==> src/rtl/rtc_wlock_pkg.sv <==
package rtc_wlock_pkg;
  localparam int LOCK_W = 7;
  localparam int LK_SELF = 6;
  localparam int LK_STAT = 5;
  localparam int LK_CTRL = 4;
  localparam int ST_INV = 0;
  localparam int ST_CEN = 4;

  localparam int SEC_ADR = 0;
  localparam int PRE_ADR = 1;
  localparam int CTL_ADR = 2;
  localparam int STA_ADR = 3;
  localparam int LCK_ADR = 4;

  // bits that software reset brings back to 1 (all but the control lock)
  localparam logic [LOCK_W-1:0] SWR_SET = ~(LOCK_W'(1) << LK_CTRL);

  function automatic logic [LOCK_W-1:0] lock_clear(input logic [LOCK_W-1:0] cur,
                                                   input logic [LOCK_W-1:0] wd);
    return cur & wd;
  endfunction

  function automatic logic [LOCK_W-1:0] lock_after_swr(input logic [LOCK_W-1:0] cur);
    return cur | SWR_SET;
  endfunction

  function automatic logic [31:0] lock_view(input logic [LOCK_W-1:0] lk);
    return {24'h0, 1'b1, lk};
  endfunction
endpackage

==> src/rtl/rtc_lock_bits.sv <==
module rtc_lock_bits
  import rtc_wlock_pkg::*;
(
  input  logic              clk_i,
  input  logic              por_i,
  input  logic              swr_i,
  input  logic              wr_i,
  input  logic [LOCK_W-1:0] wd_i,
  output logic [LOCK_W-1:0] lk_o
);
  logic [LOCK_W-1:0] lk_q;
  logic              lk_wr_ok;

  assign lk_wr_ok = wr_i & lk_q[LK_SELF];
  assign lk_o     = lk_q;

  always_ff @(posedge clk_i) begin
    if (por_i)         lk_q <= '1;
    else if (swr_i)    lk_q <= lock_after_swr(lk_q);
    else if (lk_wr_ok) lk_q <= lock_clear(lk_q, wd_i);
  end

  assert_no_self_set_R4: assert property (@(posedge clk_i) disable iff (por_i)
    !swr_i |=> ((lk_q & ~$past(lk_q)) == '0));
  assert_swr_keeps_ctl_R5: assert property (@(posedge clk_i) disable iff (por_i)
    swr_i |=> (lk_q[LK_CTRL] == $past(lk_q[LK_CTRL])));
  assert_por_restores_R6: assert property (@(posedge clk_i)
    por_i |=> (lk_q == '1));
  assert_lock_locked_R3: assert property (@(posedge clk_i) disable iff (por_i)
    (wr_i && !lk_q[LK_SELF] && !swr_i) |=> $stable(lk_q));
endmodule

==> src/rtl/rtc_ctl_store.sv <==
module rtc_ctl_store #(
  parameter int CTL_W = 8
) (
  input  logic             clk_i,
  input  logic             por_i,
  input  logic             wr_i,
  input  logic             unl_i,
  input  logic [CTL_W-1:0] wd_i,
  output logic [CTL_W-1:0] ctl_o
);
  logic [CTL_W-1:0] ctl_q;
  logic             ctl_wr_ok;

  assign ctl_wr_ok = wr_i & unl_i;
  assign ctl_o     = ctl_q;

  always_ff @(posedge clk_i) begin
    if (por_i)          ctl_q <= '0;
    else if (ctl_wr_ok) ctl_q <= wd_i;
  end

  assert_ctl_locked_R3: assert property (@(posedge clk_i) disable iff (por_i)
    (wr_i && !unl_i) |=> $stable(ctl_q));
endmodule

==> src/rtl/rtc_time_state.sv <==
module rtc_time_state
  import rtc_wlock_pkg::*;
#(
  parameter int SEC_W = 32,
  parameter int PRE_W = 16
) (
  input  logic             clk_i,
  input  logic             por_i,
  input  logic             swr_i,
  input  logic             sec_wr_i,
  input  logic             pre_wr_i,
  input  logic             sta_wr_i,
  input  logic             sta_unl_i,
  input  logic [SEC_W-1:0] wd_i,
  output logic [SEC_W-1:0] sec_rd_o,
  output logic [PRE_W-1:0] pre_rd_o,
  output logic             inval_o,
  output logic             cen_o
);
  logic [SEC_W-1:0] sec_q;
  logic [PRE_W-1:0] pre_q;
  logic             inval_q, cen_q;
  logic             clr_ev, sec_ld, pre_ld, cen_ld;

  assign clr_ev = sec_wr_i & ~cen_q & sta_unl_i;
  assign sec_ld = sec_wr_i & ~cen_q;
  assign pre_ld = pre_wr_i & ~cen_q;
  assign cen_ld = sta_wr_i & sta_unl_i;

  always_ff @(posedge clk_i) begin
    if (por_i || swr_i) begin
      sec_q   <= '0;
      pre_q   <= '0;
      inval_q <= 1'b1;
      cen_q   <= 1'b0;
    end else begin
      if (sec_ld) sec_q   <= wd_i;
      if (pre_ld) pre_q   <= wd_i[PRE_W-1:0];
      if (clr_ev) inval_q <= 1'b0;
      if (cen_ld) cen_q   <= wd_i[ST_CEN];
    end
  end

  assign sec_rd_o = inval_q ? '0 : sec_q;
  assign pre_rd_o = inval_q ? '0 : pre_q;
  assign inval_o  = inval_q;
  assign cen_o    = cen_q;

  assert_inval_clear_R8: assert property (@(posedge clk_i) disable iff (por_i)
    $fell(inval_q) |-> $past(sec_wr_i && !cen_q && sta_unl_i));
  assert_reset_inval_R7: assert property (@(posedge clk_i)
    (por_i || swr_i) |=> inval_q);
  assert_sta_locked_R3: assert property (@(posedge clk_i) disable iff (por_i)
    (sta_wr_i && !sta_unl_i && !swr_i) |=> $stable(cen_q));
endmodule

==> src/rtl/rtc_wlock_guard.sv <==
module rtc_wlock_guard
  import rtc_wlock_pkg::*;
#(
  parameter int ADDR_W = 3,
  parameter int DATA_W = 32,
  parameter int PRE_W  = 16,
  parameter int CTL_W  = 8
) (
  input  logic              clk_i,
  input  logic              por_i,
  input  logic              swr_i,
  input  logic [ADDR_W-1:0] adr_i,
  input  logic              we_i,
  input  logic [DATA_W-1:0] wdata_i,
  output logic [DATA_W-1:0] rdata_o
);
  logic              sec_wr, pre_wr, ctl_wr, sta_wr, lck_wr;
  logic [LOCK_W-1:0] lk;
  logic [CTL_W-1:0]  ctl;
  logic [DATA_W-1:0] sec_rd;
  logic [PRE_W-1:0]  pre_rd;
  logic              inval, cen;

  assign sec_wr = we_i && (adr_i == ADDR_W'(SEC_ADR));
  assign pre_wr = we_i && (adr_i == ADDR_W'(PRE_ADR));
  assign ctl_wr = we_i && (adr_i == ADDR_W'(CTL_ADR));
  assign sta_wr = we_i && (adr_i == ADDR_W'(STA_ADR));
  assign lck_wr = we_i && (adr_i == ADDR_W'(LCK_ADR));

  rtc_lock_bits u_lock (
    .clk_i(clk_i), .por_i(por_i), .swr_i(swr_i),
    .wr_i(lck_wr), .wd_i(wdata_i[LOCK_W-1:0]), .lk_o(lk)
  );

  rtc_ctl_store #(.CTL_W(CTL_W)) u_ctl (
    .clk_i(clk_i), .por_i(por_i), .wr_i(ctl_wr),
    .unl_i(lk[LK_CTRL]), .wd_i(wdata_i[CTL_W-1:0]), .ctl_o(ctl)
  );

  rtc_time_state #(.SEC_W(DATA_W), .PRE_W(PRE_W)) u_time (
    .clk_i(clk_i), .por_i(por_i), .swr_i(swr_i),
    .sec_wr_i(sec_wr), .pre_wr_i(pre_wr), .sta_wr_i(sta_wr),
    .sta_unl_i(lk[LK_STAT]), .wd_i(wdata_i),
    .sec_rd_o(sec_rd), .pre_rd_o(pre_rd), .inval_o(inval), .cen_o(cen)
  );

  always_comb begin
    rdata_o = '0;
    case (adr_i)
      ADDR_W'(SEC_ADR): rdata_o = sec_rd;
      ADDR_W'(PRE_ADR): rdata_o = DATA_W'(pre_rd);
      ADDR_W'(CTL_ADR): rdata_o = DATA_W'(ctl);
      ADDR_W'(STA_ADR): begin
        rdata_o[ST_INV] = inval;
        rdata_o[ST_CEN] = cen;
      end
      ADDR_W'(LCK_ADR): rdata_o = DATA_W'(lock_view(lk));
      default:          rdata_o = '0;
    endcase
  end
endmodule

==> config.mk <==
export PLATFORM = sky130hd
export DESIGN_NAME = rtc_wlock_guard
export DESIGN_NICKNAME = d
export VERILOG_FILES = /design/src/rtl/rtc_wlock_pkg.sv /design/src/rtl/rtc_lock_bits.sv /design/src/rtl/rtc_ctl_store.sv /design/src/rtl/rtc_time_state.sv /design/src/rtl/rtc_wlock_guard.sv
export SDC_FILE = /design/constraint.sdc
export NUM_CORES = 1
export LEC_CHECK = 0
export CORE_ASPECT_RATIO = 0.5
export CORE_UTILIZATION = 47
export DETAILED_ROUTE_END_ITERATION = 12
export HOLD_SLACK_MARGIN = 0.02
export PLACE_DENSITY = 0.84
export SKIP_LAST_GASP = 1
export SLEW_MARGIN = 0
export SYNTH_ARGS = -nofsm -noshare
export SYNTH_HDL_FRONTEND = slang
export SYNTH_HIERARCHICAL = 1
export SYNTH_SLANG_ARGS = --single-unit
==> constraint.sdc <==
create_clock -name clk_i -period 2.65 [get_ports clk_i]
set_input_delay 0.265 -clock clk_i [delete_from_list [all_inputs] [get_ports clk_i]]
set_output_delay 0.265 -clock clk_i [all_outputs]
set_load 0.05 [all_outputs]
## Word level (Yosys, flattened, before mapping)

Cells that the tools add are included.

- Reduce and logical (&&, ||, !) cells: 9
- Bitwise operators: 9
- Eq/ne operators: 4
- Muxes and demuxes: 6

Operators with widths:

| operator | number |
|---|---|
| 27-bit one-hot mux with 4 select lines | 1 |
| 32-bit two-way mux | 1 |
| 16-bit two-way mux | 1 |
| 3-bit one-hot mux with 4 select lines | 1 |
| 1-bit one-hot mux with 5 select lines | 2 |
| 7-bit bitwise AND | 1 |
| 1-bit bitwise AND | 6 |
| 3-bit by 2-bit == test with 1-bit output, second input constant | 2 |
| 1-bit logical AND | 5 |
| 3-bit by 1-bit == test with 1-bit output, second input constant | 1 |
| 3-bit == test, second input constant | 1 |
| 3-bit zero test | 1 |
| 1-bit NOT | 2 |
| 2-bit AND reduction | 1 |
| 2-bit OR reduction | 1 |
| 1-bit logical OR | 1 |

- Word-level logic and storage cells: 35
- Input port bits: 39
- Bits in registers: 65
- Output and inout bits: 32

## Logic depth before layout (Yosys ltp)

- Depth in word-level cells: 4
- Gate-level depth with buffers: 8
- Mapped depth without buffers: 5

## Hierarchy

The synthesis kept the hierarchy.

By module, submodules not included:

| module | cells each | area each (um2) | times used | seq. area each (um2) |
|---|---|---|---|---|
| rtc_time_state | 275 | 2,155.8 | 1 | 1,001.0 |
| rtc_wlock_guard | 86 | 620.6 | 1 | 0.0 |
| rtc_ctl_store | 37 | 366.6 | 1 | 160.2 |
| rtc_lock_bits | 21 | 255.2 | 1 | 140.1 |

## Least setup slack after synthesis

OpenSTA, ideal clock, no wires.

- Path type: register to output
- From: register u_time.inval_q (netlist: u_time/inval_o)
- To: output port rdata_o[4]
- Arrival time: 1.648 ns
- Path buffers: 2
- Data required time: 2.385 ns
- Path slack: 0.737 ns
- Cell stages (with the launch flop): 6
- Cell sequence: dfxtp_1 > clkbuf_1 > buf_2 > nor2b_1 > mux2i_1 > o211ai_1

- Longest elaborated chain between the ends: 2
- Elaborated cells on any way between the ends: 3
- Those cells by class: 3 x mux

Ends and longest elaborated chain:

| item | RTL line | text |
|---|---|---|
| from (decl) | rtc_time_state.sv:22 | `logic inval_q, cen_q;` |
| from (signal assigned) | rtc_time_state.sv:34 | `inval_q <= 1'b1;` |
| from (signal assigned) | rtc_time_state.sv:39 | `if (clr_ev) inval_q <= 1'b0;` |
| 16-bit two-way mux | rtc_time_state.sv:45 | `assign pre_rd_o = inval_q ? '0 : pre_q;` |
| net pre_rd[4] | rtc_wlock_guard.sv:21 | `logic [PRE_W-1:0] pre_rd;` |
| 1-bit one-hot mux with 5 select lines | rtc_wlock_guard.sv:49 | `case (adr_i)` |
| to (decl) | rtc_wlock_guard.sv:15 | `output logic [DATA_W-1:0] rdata_o` |

The timed path passes the listed nets, and every way through them passes these cells.

## Worst setup path in the final report

- From: input port adr_i[0]
- To: output port rdata_o[6]

- Longest elaborated chain between the ends: 2
- Elaborated cells on any way between the ends: 5
- Those cells by class: 3 x eq/ne; 1 x mux; 1 x reduce/logical

Ends and longest elaborated chain:

| item | RTL line | text |
|---|---|---|
| from (decl) | rtc_wlock_guard.sv:12 | `input logic [ADDR_W-1:0] adr_i,` |
| 3-bit == test (tied with other cells) | rtc_wlock_guard.sv:49 |  |
| 27-bit one-hot mux with 4 select lines * | rtc_wlock_guard.sv:49 |  |

Mark *: on every way between the ends. The rest lies on a longest branch, timed or not.

==> metrics <==
HP Start=u_time/sec_q[17]; number of max-slew violations in the final report=0; Register-to-Register Path Depth=3; Cell Pwr Density=521 mW/mm^2; layout net count=518; most used flip-flop cell after synthesis=dfxtp_1; total of max-cap violations=0; GRT Residual Overflow=0; FF+latch count, synth=65; worst IR drop on VDD=348 uV; die height=62.1 um; pin count of the biggest net entering global routing=44; parity-gate share of the synthesized area counting xor and xnor cells=0%; post-route minimum period=2310 ps; vias per std cell=5.27; combinational family with the most area after synthesis=simple AND/OR/NAND/NOR gates; width of the chip=122 um; sequential cell area=0.00130 mm^2; maximum clock frequency=432 MHz; cts bufs inserted=9; total I/O pin count=71; DP Wirelength=5510 um; Compound-Gate Fraction of Synth Area=17.3%; syn nets=458; final-report setup violation count=0; leakage power figure=0.00157 uW; final hold violations=0; total routing usage reported by global routing=23.7%; area share of fa/ha/maj cells after synthesis=0%; CTS max path bufs=2; share of final-layout standard cells stronger than drive strength 1=19.3%; Slew Limit Headroom=50.5%; capture point of the worst reg-to-reg path=u_time/sec_q[24]; CP Data Required Time=2380 ps; Post-Synth Simple-Gate Area=32.8%; number of DRC violations after detailed-routing iteration 0=183; type of the setup path with the least slack=in -> out; unrepaired setup endpoints after global routing=no; WHS Endpoint=u_time/sec_q[17]; number of fill cells in the layout=491; worst-margin pin slew=742 ps; drc violations=0; gpl congestion=0.808; detailed-router iteration count before antenna repair=5; fraction of synthesized area in multiplexers=4.97%; worst clock skew=5.16 ps; hold path depth=2; post-synthesis cell count=419; Async SR Flop Fraction=0%; dpl cell area=0.00443 mm^2; number of H-tree levels=3; result of the run=finished, final reports clean; TritonCTS clock tree=done; Cell Rows=21; final antenna diode count=0; overall via count from detail_route=3,031; number of flops mapped to enable cells by yosys=0; die outline area=0.00759 mm^2; Routed WL=8680 um; cell area after technology mapping=0.00340 mm^2; Antenna Nets Post-Route=0; synthesis-to-finish area growth=39.4%; Internal Dissipation=1950 uW; clock network power share=50.0%; clock-pin slew on the worst setup and hold paths=50 ps; vias in the first global route=2,951; CP max FO=11; Core Region=0.00683 mm^2; number of buffers inserted by port buffering=70; CTS sink count=65; post-cts gate resize count=0; number of distinct library cells after synthesis=45; minimum setup slack among reg-to-reg paths=1170 ps; Clk Tree Root Cell=clkbuf_16; final cycle utilization of the critical path=87.3%; Routed wire per std cell=15.1 um; switch share=21.2%; share of the yosys chip area belonging to registers=38.3%; average cell area after synthesis=8.11 um^2; area taken by multi-input logic gates=0.00188 mm^2; clk_lat worst skew=320 ps; synthesis warning total=6; # hold bufs at CTS=0; initial cell density of the core=49.7%; net load switching power=525 uW; path class of the lowest-slack min-delay path=reg -> reg; global-route wire length before repair=14,100 um; startpoint type of the worst setup path=input pin; signal arrival time at the worst endpoint=2050 ps; number of setup buffers added after CTS=0; part of the power in registers=40.3%; combinational share of power=9.7%; post-route setup TNS=0 ps; endpoint kind of the worst setup timing path=output port; launch instance of the worst register-to-register path=u_time/cen_o; antenna violations before repair=0; finished layout cell area=0.00474 mm^2
==> sequential cells by signal, indices dropped and copies added, names as in the netlist <==
signal	flops
u_ctl/ctl_o	8
u_lock/lk_o	7
u_time/cen_o	1
u_time/inval_o	1
u_time/pre_q	16
u_time/sec_q	32
==> worst max-delay path: stages <==
cell             delay, ps
clkdlybuf4s50_1        760
buf_4                  310
nand2b_1               100
buf_4                  170
o21ai_1                260
buf_12                 180
==> cell usage after synthesis (3+ instances only) <==
cell	number	area, um^2
a21oi_2	10	87.6
buf_2	14	70.1
nand3_1	10	50.1
a21bo_1	5	50.1
mux2_4	3	45.0
a22oi_1	5	37.5
nand2b_1	8	50.1
nor2b_1	53	332
nand2_2	10	62.6
a211o_1	6	52.6
mux2i_1	9	90.1
nor2_1	8	30.0
buf_4	8	60.1
nand3b_1	5	37.5
a21oi_1	48	240
dfxtp_1	65	1300
a21bo_2	3	30.0
o21ai_1	6	30.0
clkbuf_1	6	22.5
and2_1	17	106
buf_6	3	33.8
nand2_1	90	338
==> stage by stage <==
stage | hold slack [ps] | worst slack [ps] | utilization, % | total power (uW) | cells
after floorplan | 351 | 737 | - | 1140 | 419
after global placement | 437 | 438 | 64.8 | 1250 | 560
after detailed placement | 442 | 380 | 64.8 | 1250 | 560
after CTS | 449 | 361 | 69.4 | 2480 | 575
after global routing | 462 | 280 | 69.4 | 2550 | 575
final | 450 | 338 | 69.4 | 2470 | 575
==> worst max path at each step <==
| stage | start | to | slack [ps] | depth (start not counted) |
|---|---|---|---|---|
| floorplan | u_time/inval_o | rdata_o[4] | 740 | 5 |
| global placement | adr_i[0] | rdata_o[2] | 440 | 6 |
| detailed placement | adr_i[0] | rdata_o[6] | 380 | 6 |
| CTS | adr_i[0] | rdata_o[6] | 360 | 6 |
| global route | adr_i[0] | rdata_o[6] | 280 | 6 |
| finish | adr_i[0] | rdata_o[6] | 340 | 6 |
==> routing by layer <==
metal	share of wire [%]	vias up	track usage, %
met5	0	-	0
met4	0.92	0	6.40
met3	6.0	10	7.35
met2	50	89	40.8
met1	43	1427	28.5
li1	-	1505	-
==> layout by cell type (no fill, tap or decap), types with 2 or more instances in the layout <==
cell	Yosys	layout
nand2_2	10	10
a21o_1	2	2
nand2b_1	8	8
bufinv_16	0	2
a21oi_2	10	10
buf_12	0	33
nand3b_1	5	5
a21oi_1	48	48
a21bo_2	3	3
nor2b_1	53	52
a211o_1	6	6
o21ai_1	6	6
or2_2	1	2
nand2_1	90	90
a2bb2oi_1	2	2
clkdlybuf4s50_1	0	38
dfxtp_1	65	65
clkbuf_1	6	2
a21bo_1	5	5
mux2_2	2	2
mux2_4	3	3
and2_1	17	17
clkbuf_16	0	9
mux2i_1	9	9
a22oi_1	5	5
nand3_1	10	10
buf_4	8	12
nor2_1	8	8
==> power by group through the flow <==
stage          combinational, uW  clock (uW)  sequential [uW]
2_1_floorplan                125           0             1010
3_3_place_gp                 234           0             1010
3_5_place_dp                 237           0             1010
4_1_cts                      239        1250              994
5_1_grt                      254        1300              994
6_report                     240        1240              994
==> kinds of logic (layout without fill, tap and decap cells) <==
group | after synthesis | after routing
AO/OA/AOI/OAI | 91 | 91
buffers and inverters | 35 | 99
flip-flops | 65 | 65
multiplexers | 15 | 15
AND/OR/NAND/NOR | 213 | 213
==> cell type report <==
cell class	instances	area share, %
multi-input cells	319	39.6
flip-flops and latches	65	27.5
repair buffers	83	23.9
clock buffers	12	5.20
well taps	92	2.43
clock inverters	3	1.37
inverters	1	0.0792
(Power assumes the default switching activity.)
